--- config.mk ---
export PLATFORM = sky130hd
export DESIGN_NAME = jab_watchdog
export DESIGN_NICKNAME = d
export VERILOG_FILES = /design/src/rtl/jab_pkg.sv /design/src/rtl/jab_run_cnt.sv /design/src/rtl/jab_watchdog.sv
export SDC_FILE = /design/constraint.sdc
export NUM_CORES = 1
export LEC_CHECK = 0
export BUFFER_PORTS_ARGS = -buffer_cell sky130_fd_sc_hd__clkbuf_2
export CORE_ASPECT_RATIO = 0.9
export CORE_MARGIN = 2
export CORE_UTILIZATION = 25
export DETAILED_ROUTE_END_ITERATION = 7
export PLACE_DENSITY = 0.38
export RECOVER_POWER = 25
export SLEW_MARGIN = 20
export SYNTH_ARGS = -nofsm -noshare
export SYNTH_HDL_FRONTEND = slang
export SYNTH_SLANG_ARGS = --single-unit
--- constraint.sdc ---
create_clock -name clk_i -period 3.52 [get_ports clk_i]
set_input_delay 0.352 -clock clk_i [delete_from_list [all_inputs] [get_ports clk_i]]
set_output_delay 0.352 -clock clk_i [all_outputs]
set_load 0.02 [all_outputs]
--- src/rtl/jab_pkg.sv ---
package jab_pkg;
  typedef enum logic {
    JAB_ARMED   = 1'b0,
    JAB_TRIPPED = 1'b1
  } jab_state_e;

  function automatic int cnt_width(input int limit);
    return (limit < 1) ? 1 : $clog2(limit + 1);
  endfunction
endpackage

--- src/rtl/jab_run_cnt.sv ---
// Counts consecutive cycles with en_i && cond_i; expire_o flags the LIMIT-th one.
module jab_run_cnt #(
  parameter int LIMIT = 16
) (
  input  logic clk_i,
  input  logic rst_ni,
  input  logic en_i,
  input  logic cond_i,
  output logic expire_o
);
  localparam int W = jab_pkg::cnt_width(LIMIT);
  localparam logic [W-1:0] LAST = W'(LIMIT - 1);

  logic [W-1:0] cnt_q;
  logic         run;

  assign run      = en_i && cond_i;
  assign expire_o = run && (cnt_q == LAST);

  always_ff @(posedge clk_i or negedge rst_ni) begin
    if (!rst_ni) begin
      cnt_q <= '0;
    end else if (!run || expire_o) begin
      cnt_q <= '0;
    end else begin
      cnt_q <= cnt_q + 1'b1;
    end
  end
endmodule

--- src/rtl/jab_watchdog.sv ---
module jab_watchdog #(
  parameter int ACT_CYCLES   = 300_000,
  parameter int UNJAB_CYCLES = 5_000_000
) (
  input  logic clk_i,
  input  logic rst_ni,
  input  logic tx_valid_i,
  output logic tx_disable_o,
  output logic jabber_o
);
  import jab_pkg::*;

  jab_state_e state_q;
  logic       tripped;
  logic       act_expire;
  logic       quiet_expire;

  assign tripped = (state_q == JAB_TRIPPED);

  // activity run, only while armed; held cleared while tripped
  jab_run_cnt #(.LIMIT(ACT_CYCLES)) i_act_cnt (
    .clk_i    (clk_i),
    .rst_ni   (rst_ni),
    .en_i     (!tripped),
    .cond_i   (tx_valid_i),
    .expire_o (act_expire)
  );

  // quiet run, only while tripped; any activity restarts it
  jab_run_cnt #(.LIMIT(UNJAB_CYCLES)) i_quiet_cnt (
    .clk_i    (clk_i),
    .rst_ni   (rst_ni),
    .en_i     (tripped),
    .cond_i   (!tx_valid_i),
    .expire_o (quiet_expire)
  );

  always_ff @(posedge clk_i or negedge rst_ni) begin
    if (!rst_ni) begin
      state_q <= JAB_ARMED;
    end else begin
      unique case (state_q)
        JAB_ARMED:   if (act_expire)   state_q <= JAB_TRIPPED;
        JAB_TRIPPED: if (quiet_expire) state_q <= JAB_ARMED;
        default:                       state_q <= JAB_ARMED;
      endcase
    end
  end

  assign tx_disable_o = tripped;
  assign jabber_o     = tripped;
endmodule

# Word level (Yosys, flattened, before mapping)
# Cells that the tools add are included.
[op_classes] bitwise_logic=1 eq_ne=2 n_mux=5 n_addsub=2 reduce_logical=10
[op_table] op="$add A23 B1 Y23 const B" n=1
[op_table] op="$eq A23 B23 Y1 const B" n=1
[op_table] op="$mux W23" n=1
[op_table] op="$add A19 B1 Y19 const B" n=1
[op_table] op="$eq A19 B19 Y1 const B" n=1
[op_table] op="$mux W19" n=1
[op_table] op="$logic_and A1 B1 Y1" n=4
[op_table] op="$logic_not A1 Y1" n=4
[op_table] op="$logic_or A1 B1 Y1" n=2
[op_table] op="$mux W1" n=2
[op_table] op="$pmux W1 S2" n=1
[op_table] op="$not A1 Y1" n=1
[totals] word_cells=23 reg_bits=43 in_bits=3 out_inout_bits=2

# Longest topological paths before layout
# Gate-level depths: netlist of run 1.
[logic_depth] depth_word=5 mapped_depth=7 mapped_depth_nobuf=5

# Cells and area by module
# A second synthesis of run 1 with hierarchy kept.
[hier_totals] hier_cells=240 area_unflattened_um2=2336.0
[by_module_without_submodules] mod="jab_run_cnt (i_quiet_cnt)" area_each_um2=1261.2 seq_area_each_um2=575.6 n_inst=1 cells_per_inst=129
[by_module_without_submodules] mod="jab_run_cnt (i_act_cnt)" area_each_um2=1019.7 seq_area_each_um2=475.5 n_inst=1 cells_per_inst=105
[by_module_without_submodules] mod="jab_watchdog" area_each_um2=55.1 seq_area_each_um2=25.0 n_inst=1 cells_per_inst=6

# Worst setup path after synthesis of run 1
# OpenSTA, ideal clock, no wires.
[synth_timing] kind="register to register" from="register i_act_cnt.cnt_q[5]" to="register i_act_cnt.cnt_q[8]" arrival_time_ps=1664 required_ps=3401 synth_period_minus_slack_ps=1783 n_path_buf=2 path_slack_ps=1737 stages_incl_launch_ff=7 cell_sequence="dfrtp_1 > or4b_1 > nor4_2 > a211o_1 > buf_6 > buf_6 > nor2_1"
[synth_between] elab_chain_cells=4 word_cells_on_any_way=5 classes_between="add/sub: 1; eq/ne: 1; mux: 1; reduce/logical: 2"
[synth_rtl] item="start: declaration" line="jab_run_cnt.sv:14" rtl="logic [W-1:0] cnt_q;"
[synth_rtl] item="start signal: assignment" line="jab_run_cnt.sv:26" rtl="cnt_q <= cnt_q + 1'b1;"
[synth_rtl] item="branches (longest 3 deep; another with $add A19 B1 Y19)"
[synth_rtl] item="$mux W19 *" line="jab_run_cnt.sv:23" rtl="end else if (!run || expire_o) begin"
# Mark *: on every way between the ends.

# Worst setup path after layout of run 1
[layout_timing] from="register i_act_cnt.cnt_q[5]" to="register i_act_cnt.cnt_q[7]"
# The elaborated chain is that of the path after synthesis.

==> results of run 1 <==
==> cell usage in the layout, fill, tap and decap left out, drive strengths merged, types with 9 or more instances in the layout <==
cell type,count
clkbuf,10
nand2,12
xnor2,11
o31ai,9
nand4,15
dfrtp,43
nand3,15
inv,9
nor2,30
xor2,13
a21oi,13
==> worst min-delay path by stage <==
stage / endpoint / slack, ns / cells past startpoint
after floorplan: i_act_cnt.cnt_q[0]$_DFF_PN0_ / 0.06 / 0
after global placement: i_act_cnt.cnt_q[7]$_DFF_PN0_ / 0.38 / 1
after detailed placement: i_act_cnt.cnt_q[7]$_DFF_PN0_ / 0.39 / 1
after CTS: i_quiet_cnt.cnt_q[8]$_DFF_PN0_ / 0.05 / 1
after global routing: jabber_o$_DFF_PN0_ / 0.37 / 3
final: i_quiet_cnt.cnt_q[8]$_DFF_PN0_ / 0.29 / 1
==> layer usage <==
| metal | global-route usage [%] | wire (um) | part of all wire, % |
|---|---|---|---|
| met5 | 0 | 0 | 0 |
| met2 | 16.3 | 2060 | 42 |
| met3 | 2.55 | 172 | 3.5 |
| met1 | 15.8 | 2640 | 54 |
| met4 | 3.38 | 44 | 0.89 |
==> cell families (layout without fill, tap and decap cells) <==
group	Yosys count	after routing
AND/OR/NAND/NOR	117	117
flip-flops	43	43
AO/OA/AOI/OAI	31	31
XOR/XNOR	24	24
buffers and inverters	19	24
adder cells (fa/ha/maj)	2	2
==> metrics by stage <==
step / cell area [um2] / worst slack [ns] / cells
after detailed placement: 2400 / 1.22 / 352
after CTS: 2540 / 1.19 / 360
after global routing: 2530 / 0.909 / 360
after floorplan: 2270 / 1.74 / 236
after global placement: 2400 / 1.20 / 352
final: 2530 / 1.29 / 360
==> flip-flops by register name, indices dropped and copies added, names as in the netlist <==
| signal | cells |
|---|---|
| i_quiet_cnt.cnt_q | 23 |
| i_act_cnt.cnt_q | 19 |
| jabber_o | 1 |
==> area by class of cell <==
type / instances / area share [%]
well taps: 119 / 5.88
multi-input cells: 174 / 43.4
clock inverters: 3 / 2.67
flip-flops and latches: 43 / 42.5
inverters: 9 / 1.33
clock buffers: 5 / 2.72
repair buffers: 7 / 1.48
==> power by group <==
part           internal [uW]  switching (uW)  total (uW)
clock network            283             186         470
logic                   5.39            20.7        26.0
registers                496            2.00         498
total                    785             209         994
==> flow_metrics.tcl, run 1 <==
set metrics [dict create \
    run_status "complete, no violations" \
    seq_area_frac_synth_pct 47.4 \
    synth_area_leaders "dfrtp_1 47%, xor2_1 5.0%, nor2_1 5.0%" \
    worstPathArrival_ns 2.38 \
    core_area_um2 8690 \
    synth_cell_type_count 39 \
    globalplace.congestion 0.764 \
    vias 1725 \
    regArea_um2 1080 \
    period_needed_ns 2.23 \
    drt_first_iter_violations 121 \
    maxCapViolCount 0 \
    muxShareOfSynthArea_pct 0 \
    io_buffer_count 4 \
    synthAdderAreaFrac_pct 1.10 \
    r2r_slack_ns 1.29 \
    numCtsBuffers 5 \
    critPathMaxFanout 19 \
    power.density_nw_per_um2 392 \
    vias_per_cell 4.79 \
    synth-seq-cells 43 \
    critPathMaxStageDelay_ns 0.61 \
    grt_use_total_pct 11.0 \
    min_path_type "in2async" \
    worst_pin_slew_ns 1.25 \
    cts.sinks 43 \
    drive_gt1_share_pct 9.13 \
    tritoncts "yes" \
    area_growth_pct 11.6 \
    ctsRootBufferMaster "clkbuf_8" \
    reg2reg_depth 4 \
    antenna_left 0 \
    synth_compound_area_share_pct 8.32 \
    synthCells 236 \
    grt_antenna_before_repair 0 \
    p_total_uw 994 \
    crit_slowest_cell "a211o_1" \
    start_util_pct 26.1 \
    yosys.area_share.simple_pct 29.8 \
    timing.fmax_mhz 448 \
    r2r-end "i_act_cnt.cnt_q[7]$_DFF_PN0_" \
    dp_hpwl_mm 3.40 \
    r2r_start "i_act_cnt.cnt_q[5]$_DFF_PN0_" \
    grt_max_degree 23 \
    synth_xor_area_share_pct 9.26 \
    required_ns 3.67 \
    startpoint_type "register" \
    grt_overflow_total 0 \
    endpoint "i_act_cnt.cnt_q[7]$_DFF_PN0_" \
    cts_setup_buffers 0 \
    drtPass1Iterations 4 \
    crit_buf_inv 0 \
    setup_viol 0 \
    critPathTopFamily "simple AND/OR/NAND/NOR gates" \
    nets 245 \
    finalHoldViolCount 0 \
    row_count 32 \
    yosysWarnings 0 \
    final_core_util_pct 29.1 \
    fin_tns_setup_ns 0 \
    n_fill_cell 936 \
    synth.cells.most_frequent "43 x dfrtp_1, 30 x nor2_1, 15 x nand4_1, 14 x nand3_1, 13 x xor2_1" \
    finalClockSkew_ns 0.00709 \
    synth_top_area_share_pct 47.4 \
    die_w_um 104 \
    synth_edf_count 0 \
    synth.largest_area_cell "dfrtp_1" \
    async_reset_ff_share_pct 100 \
    ioPinCount 5 \
    ys.flop_type "dfrtp_1" \
    cts.path.max_buffers 2 \
    wl_per_cell_um 13.7 \
    multiInputGateArea_um2 1100 \
    h-tree-depth 2 \
    criticalPathCategory "reg2reg" \
    fp.dieH_um 94.4 \
    leakage_uw 0.000923 \
    grt_pass1_wl_mm 8.67 \
    max_slew_margin_pct 16.4 \
    ctsResizeCount 0 \
    syn_area_per_cell_um2 9.62 \
    holdWs_ns 0.293 \
    die_area_um2 9860 \
    cp-end-kind "register" \
    antenna_cells 0 \
    setup.worst_path.start "i_act_cnt.cnt_q[5]$_DFF_PN0_" \
    grt_pass1_vias 1698 \
    postCtsHoldBufs 0 \
    period_share_pct 63.3 \
    synth_top_family_by_area "simple AND/OR/NAND/NOR gates" \
    cp.depth 4 \
    slew_viol_final 0 \
    insertion_delay_ns 0.30 \
    synthesis.nets 241 \
    drc 0 \
    syn_area_um2 2270 \
    clk_pin_slew_ns 0.09 \
    path_cells "or4b_1, nor4_2, a211o_1, nor2_1" \
    synth.most_common_cell "dfrtp_1" \
    ir_worst_vdd_mv 0.208 \
    wl_mm 4.92 \
    rsz0062_at_grt "no" \
]
Note: power is estimated with default switching activity, not from simulation.
==> run 2, diff against run 1 <==
- ABC_AREA: default -> 1
- PLACE_DENSITY: 0.38 -> 0.39
- clock period: 3.52 -> 1.91 ns (I/O delays scaled with it)
==> run 2 against run 1 <==
  * Via count grew 17%
  * Sequential share of layout area shrank 5.5 points
  * Cell count grew 36%
  * Routed wire length grew 13%
  * First-iteration DRC count grew 12%
  * Non-clock buffer count grew 1
  * Critical path type unchanged
  * Critical endpoint is now i_quiet_cnt.cnt_q[20]$_DFF_PN0_
  * Largest power group is now clock
==> flow_metrics.tcl, run 2 <==
set metrics [dict create \
    drive_gt1_share_pct 9.89 \
    largest_register "i_quiet_cnt.cnt_q" \
    area_growth_pct 14.4 \
    run_status "complete, no violations" \
    drt_first_iter_violations 135 \
    synthesis.nets 357 \
    antenna_cells 0 \
    startpoint_type "register" \
    synthCells 352 \
    fin_tns_setup_ns 0 \
    grt_use_total_pct 11.7 \
    wl_mm 5.55 \
    vias_per_cell 4.13 \
    seq_area_frac_synth_pct 42.3 \
    leakage_uw 0.00111 \
    syn_area_per_cell_um2 7.23 \
    synth_compound_area_share_pct 0.983 \
    p_total_uw 2090 \
    max_slew_margin_pct 26.5 \
    critPathTopFamily "simple AND/OR/NAND/NOR gates" \
    n_fill_cell 1039 \
    core_area_um2 9780 \
    grt_overflow_total 0 \
    tritoncts "yes" \
    row_count 34 \
    synth_xor_area_share_pct 8.60 \
    slew_viol_final 0 \
    timing.fmax_mhz 603 \
    wl_per_cell_um 11.3 \
    syn_area_um2 2540 \
    cts.sinks 43 \
    vias 2026 \
    cts_setup_buffers 0 \
    worst_pin_slew_ns 1.10 \
    regArea_um2 1080 \
    critPathMaxStageDelay_ns 0.45 \
    synth_top_family_by_area "simple AND/OR/NAND/NOR gates" \
    synth.most_common_cell "nor2_1" \
    async_reset_ff_share_pct 100 \
    finalClockSkew_ns 0.00415 \
    multiInputGateArea_um2 1280 \
    synth-seq-cells 43 \
    start_util_pct 26.0 \
    critPathMaxFanout 23 \
    fp.dieH_um 99.7 \
    die_w_um 110 \
    synth.cells.most_frequent "96 x nor2_1, 89 x nand2_1, 43 x dfrtp_1, 35 x inv_1, 22 x nand3_1" \
    worstPathArrival_ns 1.84 \
    cp-end-kind "register" \
    clk_pin_slew_ns 0.06 \
    yosysWarnings 0 \
    muxShareOfSynthArea_pct 0 \
    holdWs_ns 0.267 \
    largest_register_ffs 23 \
    period_needed_ns 1.66 \
    ioPinCount 5 \
    synth.largest_area_cell "dfrtp_1" \
    drc 0 \
    final_cell_mix "96 x nor2_1, 89 x nand2_1, 43 x dfrtp_1" \
    numCtsBuffers 5 \
    synth_area_leaders "dfrtp_1 42%, nor2_1 14%, nand2_1 13%" \
    io_buffer_count 4 \
    grt_pass1_wl_mm 10.1 \
    power.density_nw_per_um2 717 \
    crit_slowest_cell "dfrtp_1" \
    maxCapViolCount 0 \
    die_area_um2 11000 \
    synth_edf_count 0 \
    globalplace.congestion 0.794 \
    min_path_type "in2reg" \
    criticalPathCategory "reg2reg" \
    required_ns 2.09 \
    drtPass1Iterations 4 \
    cts.path.max_buffers 2 \
    ir_worst_vdd_mv 0.374 \
    ctsRootBufferMaster "clkbuf_16" \
    synth_cell_type_count 22 \
    period_share_pct 86.9 \
    grt_max_degree 24 \
    grt_antenna_before_repair 0 \
    dp_hpwl_mm 4.29 \
    setup_viol 0 \
    path_cells "ha_1, nand3_2, nor2_1, nand3_1, nand2_2, buf_12, nor2_1" \
    insertion_delay_ns 0.28 \
    yosys.area_share.simple_pct 39.9 \
    crit_buf_inv 1 \
    finalHoldViolCount 0 \
    synthAdderAreaFrac_pct 0.983 \
    antenna_left 0 \
    crit_path_frequent_cell "nor2_1" \
    synth_top_area_share_pct 42.3 \
    ys.flop_type "dfrtp_1" \
    final_common_cell "nor2_1" \
    h-tree-depth 2 \
    rsz0062_at_grt "no" \
    grt_pass1_vias 2100 \
    nets 368 \
]
## run 2: cell count changes after synthesis, sizes merged, moves of 7 or more
cell / delta
nor2: +75
inv: +28
or4: -7
nand4: -10
nand2: +86
nand3: +9
a21oi: -11
o31ai: -9
## run 2: timing repair
action	4_1_cts	5_1_grt
hold buffers	1	0
gates resized for setup	0	0
hold endpoints to repair	18	0
## run 2: layer usage
| metal | global-route usage [%] | vias up | wire (um) |
|---|---|---|---|
| met3 | 2.16 | 4 | 138 |
| met1 | 17.4 | 907 | 3130 |
| li1 | - | 1096 | - |
| met2 | 17.0 | 19 | 2230 |
| met5 | 0 | - | 0 |
| met4 | 3.46 | 0 | 48 |
## run 2: cells by family after synthesis
family                     after synthesis
buffers and inverters                   41
DFF                                     43
adders and majority gates                2
xor gates and xnor gates                25
AOI/OAI and AO/OA                        5
and+or+nand+nor                        236
## run 2: worst paths after layout
check / slack [ns] / startpoint / cells after the start / endpoint
max in group asynchronous: 0.37 / rst_ni / 3 / i_quiet_cnt.cnt_q[22]$_DFF_PN0_
worst min-delay path: 0.27 / tx_valid_i / 5 / jabber_o$_DFF_PN0_
worst min register to register: 0.47 / i_act_cnt.cnt_q[0]$_DFF_PN0_ / 1 / i_act_cnt.cnt_q[0]$_DFF_PN0_
worst max register to register: 0.25 / i_quiet_cnt.cnt_q[0]$_DFF_PN0_ / 7 / i_quiet_cnt.cnt_q[20]$_DFF_PN0_
worst max-delay path: 0.25 / i_quiet_cnt.cnt_q[0]$_DFF_PN0_ / 7 / i_quiet_cnt.cnt_q[20]$_DFF_PN0_
min in group asynchronous: 0.63 / rst_ni / 2 / i_quiet_cnt.cnt_q[9]$_DFF_PN0_
## run 2: power by group
part           internal, uW  switching, uW
clock                   749            369
combinational          12.2           35.5
sequential              916           4.43
total                  1680            409
## run 2: cell type report
class | count | area share (%)
Inverter | 37 | 4.77
Sequential cell | 43 | 37.0
Clock buffer | 5 | 4.30
Timing Repair Buffer | 8 | 2.11
Clock inverter | 3 | 2.32
Multi-Input combinational cell | 268 | 44.1
Tap cell | 126 | 5.41
## run 2: metrics by stage
| step | area [um2] | cells | setup WS (ns) | util, % |
|---|---|---|---|---|
| after floorplan | 2540 | 352 | 0.501 | - |
| after global placement | 2710 | 481 | 0.301 | 27.7 |
| after detailed placement | 2710 | 481 | 0.266 | 27.7 |
| after CTS | 2920 | 490 | 0.257 | 29.8 |
| after global routing | 2910 | 490 | 0.0847 | 29.8 |
| final | 2910 | 490 | 0.250 | 29.8 |
## run 2: worst min-delay path, stage by stage
cell      delay, ns
clkbuf_2       0.09
nor2_1         0.06
nand4_1        0.09
nand2_1        0.05
nand2_1        0.05
